### src/rtl/ext_op_pkg.sv
package ext_op_pkg;

  localparam logic [2:0] RT_CUS = 3'b001;
  localparam logic [2:0] RT_COP = 3'b010;
  localparam logic [2:0] RT_FLT = 3'b100;

  localparam logic [1:0] K_RSV = 2'd3;

  typedef struct packed {
    logic pair;
    logic flags;
    logic dst_wr;
    logic dst_rd;
    logic src1;
    logic src0;
  } use_t;

  // usable immediate width per class; wider classes carry fewer operands
  function automatic int unsigned imm_bits(input logic [1:0] kind, input int unsigned full_w);
    case (kind)
      2'd0:    imm_bits = full_w;
      2'd1:    imm_bits = full_w - 4;
      default: imm_bits = full_w - 7;
    endcase
  endfunction

  function automatic use_t hazard_use(input logic bank, input logic [1:0] kind,
                                      input logic acc, input logic dual);
    use_t u;
    u.src0   = (kind != 2'd0);
    u.src1   = (kind == 2'd2);
    u.dst_rd = acc;
    u.dst_wr = 1'b1;
    u.flags  = ~bank;
    u.pair   = dual & ~bank;
    return u;
  endfunction

endpackage

### src/rtl/ext_op_cfg.sv
module ext_op_cfg #(
  parameter int NREG = 8
) (
  input  logic            clk,
  input  logic            rst_n,
  input  logic [NREG-1:0] cust_i,
  input  logic [NREG-1:0] pres_i,
  input  logic [NREG-1:0] ena_i,
  output logic [NREG-1:0] cust_q,
  output logic [NREG-1:0] cop_ok_q,
  output logic            conflict
);
  // capture while reset is held, freeze afterwards
  always_ff @(posedge clk) begin
    if (!rst_n) begin
      cust_q   <= cust_i;
      cop_ok_q <= pres_i & ena_i;
    end
  end

  assign conflict = |(cust_q & cop_ok_q);
endmodule

### src/rtl/ext_op_classify.sv
module ext_op_classify
  import ext_op_pkg::*;
#(
  parameter int NREG = 8,
  localparam int RW = $clog2(NREG)
) (
  input  logic [NREG-1:0] cust_q,
  input  logic [NREG-1:0] cop_ok_q,
  input  logic [RW-1:0]   region,
  input  logic [1:0]      kind,
  output logic            sel_custom,
  output logic            sel_cop,
  output logic [2:0]      route
);
  assign sel_custom = cust_q[region];
  assign sel_cop    = cop_ok_q[region];

  always_comb begin
    if (sel_custom)   route = (kind == K_RSV) ? RT_FLT : RT_CUS;
    else if (sel_cop) route = RT_COP;
    else              route = RT_FLT;
  end
endmodule

### src/rtl/ext_op_fields.sv
module ext_op_fields
  import ext_op_pkg::*;
#(
  parameter int IMM_W = 13,
  parameter int OPC_W = 3,
  localparam int CONST_W = IMM_W - OPC_W
) (
  input  logic               bank,
  input  logic [1:0]         kind,
  input  logic               acc,
  input  logic               dual,
  input  logic [IMM_W-1:0]   imm,
  input  logic               to_custom,
  output logic [OPC_W-1:0]   opc,
  output logic [CONST_W-1:0] cnst,
  output use_t               use_f
);
  logic [IMM_W-1:0] mask;
  logic [IMM_W-1:0] masked;

  always_comb begin
    for (int i = 0; i < IMM_W; i++) begin
      mask[i] = (i < int'(imm_bits(kind, IMM_W)));
    end
  end

  assign masked = imm & mask;
  assign opc    = imm[OPC_W-1:0];
  assign cnst   = masked[IMM_W-1:OPC_W];
  assign use_f  = to_custom ? hazard_use(bank, kind, acc, dual) : '0;
endmodule

### src/rtl/ext_op_router.sv
module ext_op_router
  import ext_op_pkg::*;
#(
  parameter int NREG  = 8,
  parameter int IMM_W = 13,
  parameter int OPC_W = 3,
  localparam int RW      = $clog2(NREG),
  localparam int CONST_W = IMM_W - OPC_W
) (
  input  logic               clk,
  input  logic               rst_n,
  input  logic [NREG-1:0]    cfg_custom,
  input  logic [NREG-1:0]    cfg_cp_present,
  input  logic [NREG-1:0]    cfg_cp_enable,
  input  logic               in_valid,
  input  logic [RW-1:0]      in_region,
  input  logic               in_bank,
  input  logic [1:0]         in_kind,
  input  logic               in_acc,
  input  logic               in_dual,
  input  logic [IMM_W-1:0]   in_imm,
  output logic               out_valid,
  output logic [2:0]         route,
  output logic               out_bank,
  output logic [1:0]         out_kind,
  output logic [OPC_W-1:0]   out_opc,
  output logic [CONST_W-1:0] out_const,
  output logic [5:0]         out_use,
  output logic               cfg_err
);
  logic [NREG-1:0]    cust_q, cop_ok_q;
  logic               sel_custom, sel_cop;
  logic [2:0]         route_d;
  logic [OPC_W-1:0]   opc_d;
  logic [CONST_W-1:0] cnst_d;
  use_t               use_d;

  ext_op_cfg #(.NREG(NREG)) u_cfg (
    .clk(clk), .rst_n(rst_n),
    .cust_i(cfg_custom), .pres_i(cfg_cp_present), .ena_i(cfg_cp_enable),
    .cust_q(cust_q), .cop_ok_q(cop_ok_q), .conflict(cfg_err)
  );

  ext_op_classify #(.NREG(NREG)) u_cls (
    .cust_q(cust_q), .cop_ok_q(cop_ok_q), .region(in_region), .kind(in_kind),
    .sel_custom(sel_custom), .sel_cop(sel_cop), .route(route_d)
  );

  ext_op_fields #(.IMM_W(IMM_W), .OPC_W(OPC_W)) u_fld (
    .bank(in_bank), .kind(in_kind), .acc(in_acc), .dual(in_dual), .imm(in_imm),
    .to_custom(route_d == RT_CUS), .opc(opc_d), .cnst(cnst_d), .use_f(use_d)
  );

  always_ff @(posedge clk) begin
    if (!rst_n) begin
      out_valid <= 1'b0;
      route     <= '0;
      out_bank  <= 1'b0;
      out_kind  <= '0;
      out_opc   <= '0;
      out_const <= '0;
      out_use   <= '0;
    end else if (in_valid) begin
      out_valid <= 1'b1;
      route     <= route_d;
      out_bank  <= in_bank;
      out_kind  <= in_kind;
      out_opc   <= opc_d;
      out_const <= cnst_d;
      out_use   <= use_d;
    end else begin
      out_valid <= 1'b0;
      route     <= '0;
      out_use   <= '0;
    end
  end

  // strobe follows the input by one cycle
  a_r6_strobe: assert property (@(posedge clk) disable iff (!rst_n)
    in_valid |=> out_valid);
  // one-hot while valid, idle otherwise
  a_r6_onehot: assert property (@(posedge clk) disable iff (!rst_n)
    out_valid |-> $countones(route) == 1);
  a_r6_idle: assert property (@(posedge clk) disable iff (!rst_n)
    !out_valid |-> route == 3'b000);
  // no hazard flags unless routed to the custom datapath
  a_r7_quiet: assert property (@(posedge clk) disable iff (!rst_n)
    !route[0] |-> out_use == 6'b0);
  // custom wins a conflicted region
  a_r5_priority: assert property (@(posedge clk) disable iff (!rst_n)
    (in_valid && sel_custom && sel_cop && in_kind != K_RSV) |=> route == RT_CUS);
  // reserved class in a custom region faults
  a_r9_reserved: assert property (@(posedge clk) disable iff (!rst_n)
    (in_valid && sel_custom && in_kind == K_RSV) |=> route == RT_FLT);
endmodule

### config.mk
export PLATFORM = sky130hd
export DESIGN_NAME = ext_op_router
export DESIGN_NICKNAME = d
export VERILOG_FILES = /design/src/rtl/ext_op_pkg.sv /design/src/rtl/ext_op_cfg.sv /design/src/rtl/ext_op_classify.sv /design/src/rtl/ext_op_fields.sv /design/src/rtl/ext_op_router.sv
export SDC_FILE = /design/constraint.sdc
export NUM_CORES = 1
export LEC_CHECK = 0
export BUFFER_PORTS_ARGS = -buffer_cell sky130_fd_sc_hd__buf_2
export CORE_MARGIN = 5
export CORE_UTILIZATION = 40
export CTS_CLUSTER_DIAMETER = 150
export DETAILED_ROUTE_END_ITERATION = 10
export MAX_ROUTING_LAYER = met4
export PLACE_DENSITY = 0.74
export RECOVER_POWER = 50
export SKIP_LAST_GASP = 1
export SLEW_MARGIN = 20
export SYNTH_ARGS = -nofsm -noshare
export SYNTH_HDL_FRONTEND = slang
export SYNTH_SLANG_ARGS = --single-unit
### constraint.sdc
create_clock -name clk -period 1.4 [get_ports clk]
set_input_delay 0.28 -clock clk [delete_from_list [all_inputs] [get_ports clk]]
set_output_delay 0.28 -clock clk [all_outputs]
set_load 0.01 [all_outputs]
---- Word-level counts from Yosys, hierarchy flattened ----
Index checks and enable logic that the tools add are counted.
word-level totals
  output and inout port bits .............. 27
  input bits .............................. 48
  register bits ........................... 42
cells by class
  bitwise gates (word level) .............. 5
  order comparisons ....................... 14
  equal/unequal tests ..................... 4
  multiplexer cells ....................... 10
  reductions and logical operators ........ 5
operators by type and width
  kind                  number
  $lt A4 B4 Y1 const A  5
  $and A8 B8 Y8         2
  $lt A3 B4 Y1 const A  4
  $and A13 B13 Y13      1
  $mux W3               3
  $lt A1 B4 Y1 const A  2
  $lt A2 B4 Y1 const A  2
  $pmux W4 S2           1
  $reduce_or A8 Y1      1
  $bmux W1 S3           2
  $eq A2 B2 Y1 const B  2
  $lt A3 B4 Y1 const B  1
  $mux W4               1
  $eq A3 B1 Y1 const B  1
  $mux W1               3
  $reduce_and A3 Y1     1
  $eq A2 B1 Y1 const B  1
  $logic_not A2 Y1      1
  $reduce_and A2 Y1     1
  $reduce_bool A2 Y1    1
  $and A1 B1 Y1         1
  $not A1 Y1            1

---- Longest topological paths before layout ----
  depth after elaboration ................. 6
  gate-level depth with buffers ........... 4
  gate-level depth less buffers ........... 4

---- Hierarchy ----
A second synthesis with hierarchy kept.
unflattened totals
  cells, all modules ...................... 135
  area total of the unflattened synthesis .. 1785.5 um2
by module, submodules not included
  module           times used  area an instance (um2)  cells each
  ext_op_router    1           904.6                   74
  ext_op_cfg       1           570.5                   30
  ext_op_classify  1           171.4                   11
  ext_op_fields    1           138.9                   20

---- Worst setup path before layout ----
OpenSTA, ideal clock, no wires.
  path type ............................... flip-flop to flip-flop
  from .................................... register u_cfg.cust_q[7]
  to ...................................... register route[2]
  setup slack ............................. -76 ps
  data arrival time ....................... 1353 ps
  path buffers ............................ 0
  required time ........................... 1277 ps
  library setup time ...................... 123 ps
  clock period less this slack ............ 1476 ps
  stages on the path, launching flop included .. 5
  cells stage by stage .................... edfxtp_1 -> mux2_1 -> mux4_2 -> nor2_1 -> a211oi_2
on the way
  word-level cells in the longest chain between the ends .. 3
ends and longest elaborated chain
  element                        line                   text
  from (decl)                    ext_op_cfg.sv:9        output logic [NREG-1:0] cust_q,
  from (signal assigned)         ext_op_cfg.sv:16       cust_q <= cust_i;
  $bmux W1 S3                    ext_op_classify.sv:15  assign sel_custom = cust_q[region];
  $mux W1 (implied by the code)  ext_op_classify.sv:15
  $mux W3                        ext_op_classify.sv:19  if (sel_custom) route = (kind == K_RSV) ? RT_FLT : RT_CUS;
  to (signal assigned)           ext_op_router.sv:65    route <= route_d;
  to (decl)                      ext_op_router.sv:23    output logic [2:0] route,
No other way between the ends. The select of a mux whose other input is x is not followed.
A chain may end at the register's enable or synchronous reset.

---- Final worst setup path ----
  from .................................... register u_cfg.cust_q[6]
  to ...................................... register out_use[1]
on the way
  word-level cells in the longest chain between the ends .. 5
ends and longest elaborated chain
  element                        line                   text
  $bmux W1 S3                    ext_op_classify.sv:15
  $mux W1 (implied by the code)  ext_op_classify.sv:15
  $mux W3                        ext_op_classify.sv:19
  $eq A3 B1 Y1                   ext_op_router.sv:51    .to_custom(route_d == RT_CUS), .opc(opc_d), .cnst(cnst_d), .use_f(use_d)
  $reduce_and A3 Y1 (no line)    --
  to (signal assigned)           ext_op_router.sv:70    out_use <= use_d;
  to (decl)                      ext_op_router.sv:28    output logic [5:0] out_use,
No other way between the ends. The select of a mux whose other input is x is not followed.

==> flow_metrics.tcl <==
set metrics [dict create \
    hold_path.class "input port to flip-flop" \
    cts_tree "built" \
    die_w_um 72.4 \
    timing.critical_path.from_type "flip-flop" \
    fin_ws_ns -0.142 \
    ctsHoldBuffers 0 \
    multiInputGateArea_um2 547 \
    grt_max_degree 21 \
    skew_ns 0.00611 \
    rows 22 \
    portBuffers 74 \
    layout_min_cycle_time_ns 1.54 \
    cp.arrival_ns 1.72 \
    status "finished with violations" \
    fin_tns_setup_ns -1.21 \
    avgSynthCellArea_um2 12.7 \
    finalSetupViolations 10 \
    postSynthCellCount 123 \
    p_leak_nw 1.00 \
    path_class "flip-flop to flip-flop" \
    gp_congestion 0.800 \
    synth_top_area_share 0.334 \
    grt_pass1_vias 1171 \
    final_nets 257 \
    maxSlewHeadroom 0.677 \
    drv_cap 0 \
    crit_family "multiplexers" \
    power_density_mw_per_mm2 1170 \
    maxClockFrequency_mhz 649 \
    drc 0 \
    finalMaxSlewViolations 0 \
    ir_drop_uv 567 \
    synth_warnings 0 \
    antenna_found_initial 0 \
    place_inst 250 \
    ant_nets 0 \
    fin_area_mm2 0.00215 \
    slowest_delay_ns 0.55 \
    cts_sinks 42 \
    crit_buf_inv 0 \
    synth_top_area_cell "dfxtp_1" \
    cts_buffers 5 \
    root_buffer "clkbuf_8" \
    firstDrtPassIters 4 \
    tightest_slew_ns 0.485 \
    crit_path_end_kind "flip-flop" \
    synth.distinct_cells 22 \
    ios 75 \
    whs_ns 0.173 \
    r2r_setup_slack_ns -0.14 \
    initial_core_util 0.419 \
    grt_pass1_wl_mm 5.05 \
    clk_path_buf_depth 2 \
    die_area_mm2 0.00524 \
    globalRouteTotalUtil 0.128 \
    path_cells "mux2_4 -> mux4_2 -> nand3_4 -> nor3b_1" \
    crit_fanout 7 \
    rsz0062_at_grt "yes" \
    grt-ovfl-total 0 \
    htree_num_levels 2 \
    netlist_area_mm2 0.00156 \
    final-hold-violation-count 0 \
    synth-seq-cells 42 \
    min_period_over_period 1.10 \
    syn-num-nets 171 \
    n_antenna_cell 0 \
    clk_pin_slew_ns 0.08 \
    seq_area_mm2 0.00100 \
    num_vias 1155 \
    failed_checks "setup timing" \
    clkLatencyLatePin_ns 0.28 \
    viasPerCell 4.48 \
    synthTopCellsByArea "dfxtp_1 33%, edfxtp_1 31%, mux2i_1 6.4%" \
    finalNonFillerCells 258 \
    routedWlPerCell_um 12.5 \
    drive_above_1_share 0.471 \
    ys_seq_area_frac 0.643 \
    dpl.hpwl_mm 2.57 \
    die-height_um 72.4 \
    post_dp_cell_area_mm2 0.00205 \
    core_area_mm2 0.00372 \
    slowest_stage "mux4_2" \
    worst_ep_required_time_ns 1.58 \
    fill_cells 324 \
    drtIter0Drc 53 \
    syn_to_final_growth_pct 38.2 \
    total_power_w 0.00251 \
    routed_wl_mm 3.24 \
]
==> worst paths after layout <==
path / startpoint / end / depth (start not counted)
worst max register to register: u_cfg.cust_q[6] / out_use[1] / 4
worst max-delay path: u_cfg.cust_q[6] / out_use[1] / 4
worst min register to register: out_const[9] / out_const[9] / 2
worst min-delay path: cfg_custom[2] / u_cfg.cust_q[2] / 1
==> registers in the layout (all words and copies together), names as in the netlist <==
| signal | count |
|---|---|
| out_bank | 1 |
| route | 3 |
| u_cfg.cust_q | 8 |
| out_valid | 1 |
| out_const | 10 |
| out_use | 6 |
| u_cfg.cop_ok_q | 8 |
| out_kind | 2 |
| out_opc | 3 |
==> Yosys cell counts <==
| cell | instances |
|---|---|
| dfxtp_1 | 26 |
| nor2_1 | 17 |
| edfxtp_1 | 16 |
| mux2i_1 | 10 |
| and2_1 | 8 |
| a21oi_1 | 7 |
| a22oi_1 | 4 |
| inv_1 | 4 |
| nand2b_1 | 4 |
| nand3_1 | 4 |
| nor2b_1 | 4 |
| buf_1 | 3 |
| mux2_2 | 3 |
| mux4_2 | 3 |
| nand2_1 | 2 |
| nor3b_1 | 2 |
| a211oi_2 | 1 |
| clkinv_1 | 1 |
| mux2_1 | 1 |
| nand3_4 | 1 |
| nand4_1 | 1 |
| nor3_1 | 1 |
==> per-layer routing <==
layer  track usage  up-vias  share of wire
met5             -        -              0
met4        0.0615        0          0.011
met3        0.0360        2          0.080
met2         0.214       40           0.51
met1         0.139      510           0.40
li1              -      603              -
==> stage by stage <==
stage               setup WS (ns)  utilization
global placement           -0.201        0.551
global route               -0.204        0.579
detailed placement         -0.223        0.551
CTS                        -0.144        0.580
floorplan                 -0.0540            -
finish                     -0.142        0.579
==> logic make-up (layout without fill, tap and decap cells) <==
kind of cell,Yosys count,in the layout,share of synthesized area
AOI/OAI and AO/OA,12,12,0.0498
buffers and inverters,8,95,0.0193
DFF,42,42,0.643
muxes,17,17,0.137
and+or+nand+nor,44,44,0.151
==> cell type report <==
| type | count | share of cell area |
|---|---|---|
| multi-input cells | 73 | 0.254 |
| well taps | 48 | 0.0279 |
| clock buffers | 8 | 0.0471 |
| repair buffers | 82 | 0.197 |
| inverters | 5 | 0.00873 |
| flip-flops and latches | 42 | 0.465 |
==> cells in the final DEF, fill, tap and decap left out <==
cell type  instances
buf_2             73
dfxtp_1           26
nor2_1            16
edfxtp_1          16
mux2i_1           10
a21oi_1            7
and2_1             5
clkbuf_8           5
clkbuf_1           5
nand2b_1           4
nand3_1            4
nor2b_1            4
buf_4              4
and2_0             3
mux4_2             3
mux2_2             3
inv_1              3
a22oi_1            2
a22oi_2            2
nand2_1            2
nand4_1            1
mux2_4             1
nor3_1             1
clkinv_1           1
nor2_2             1
a211oi_2           1
nand3_4            1
inv_2              1
nor3b_2            1
nor3b_1            1
clkbuf_16          1
buf_6              1
clkbuf_2           1
==> what timing repair did <==
action,CTS,global route
pin swaps,4,3
gates resized for setup,2,1
buffers inserted,0,0
setup endpoints to repair,10,10
==> power by group <==
group / switching (W) / leakage [nW] / internal [W]
Sequential: 0.0000354 / 0.368 / 0.00134
Combinational: 0.000138 / 0.582 / 0.000162
Clock: 0.000367 / 0.0506 / 0.000461
Total: 0.000540 / 1.00 / 0.00197
Note: power is estimated with default switching activity, not from simulation.
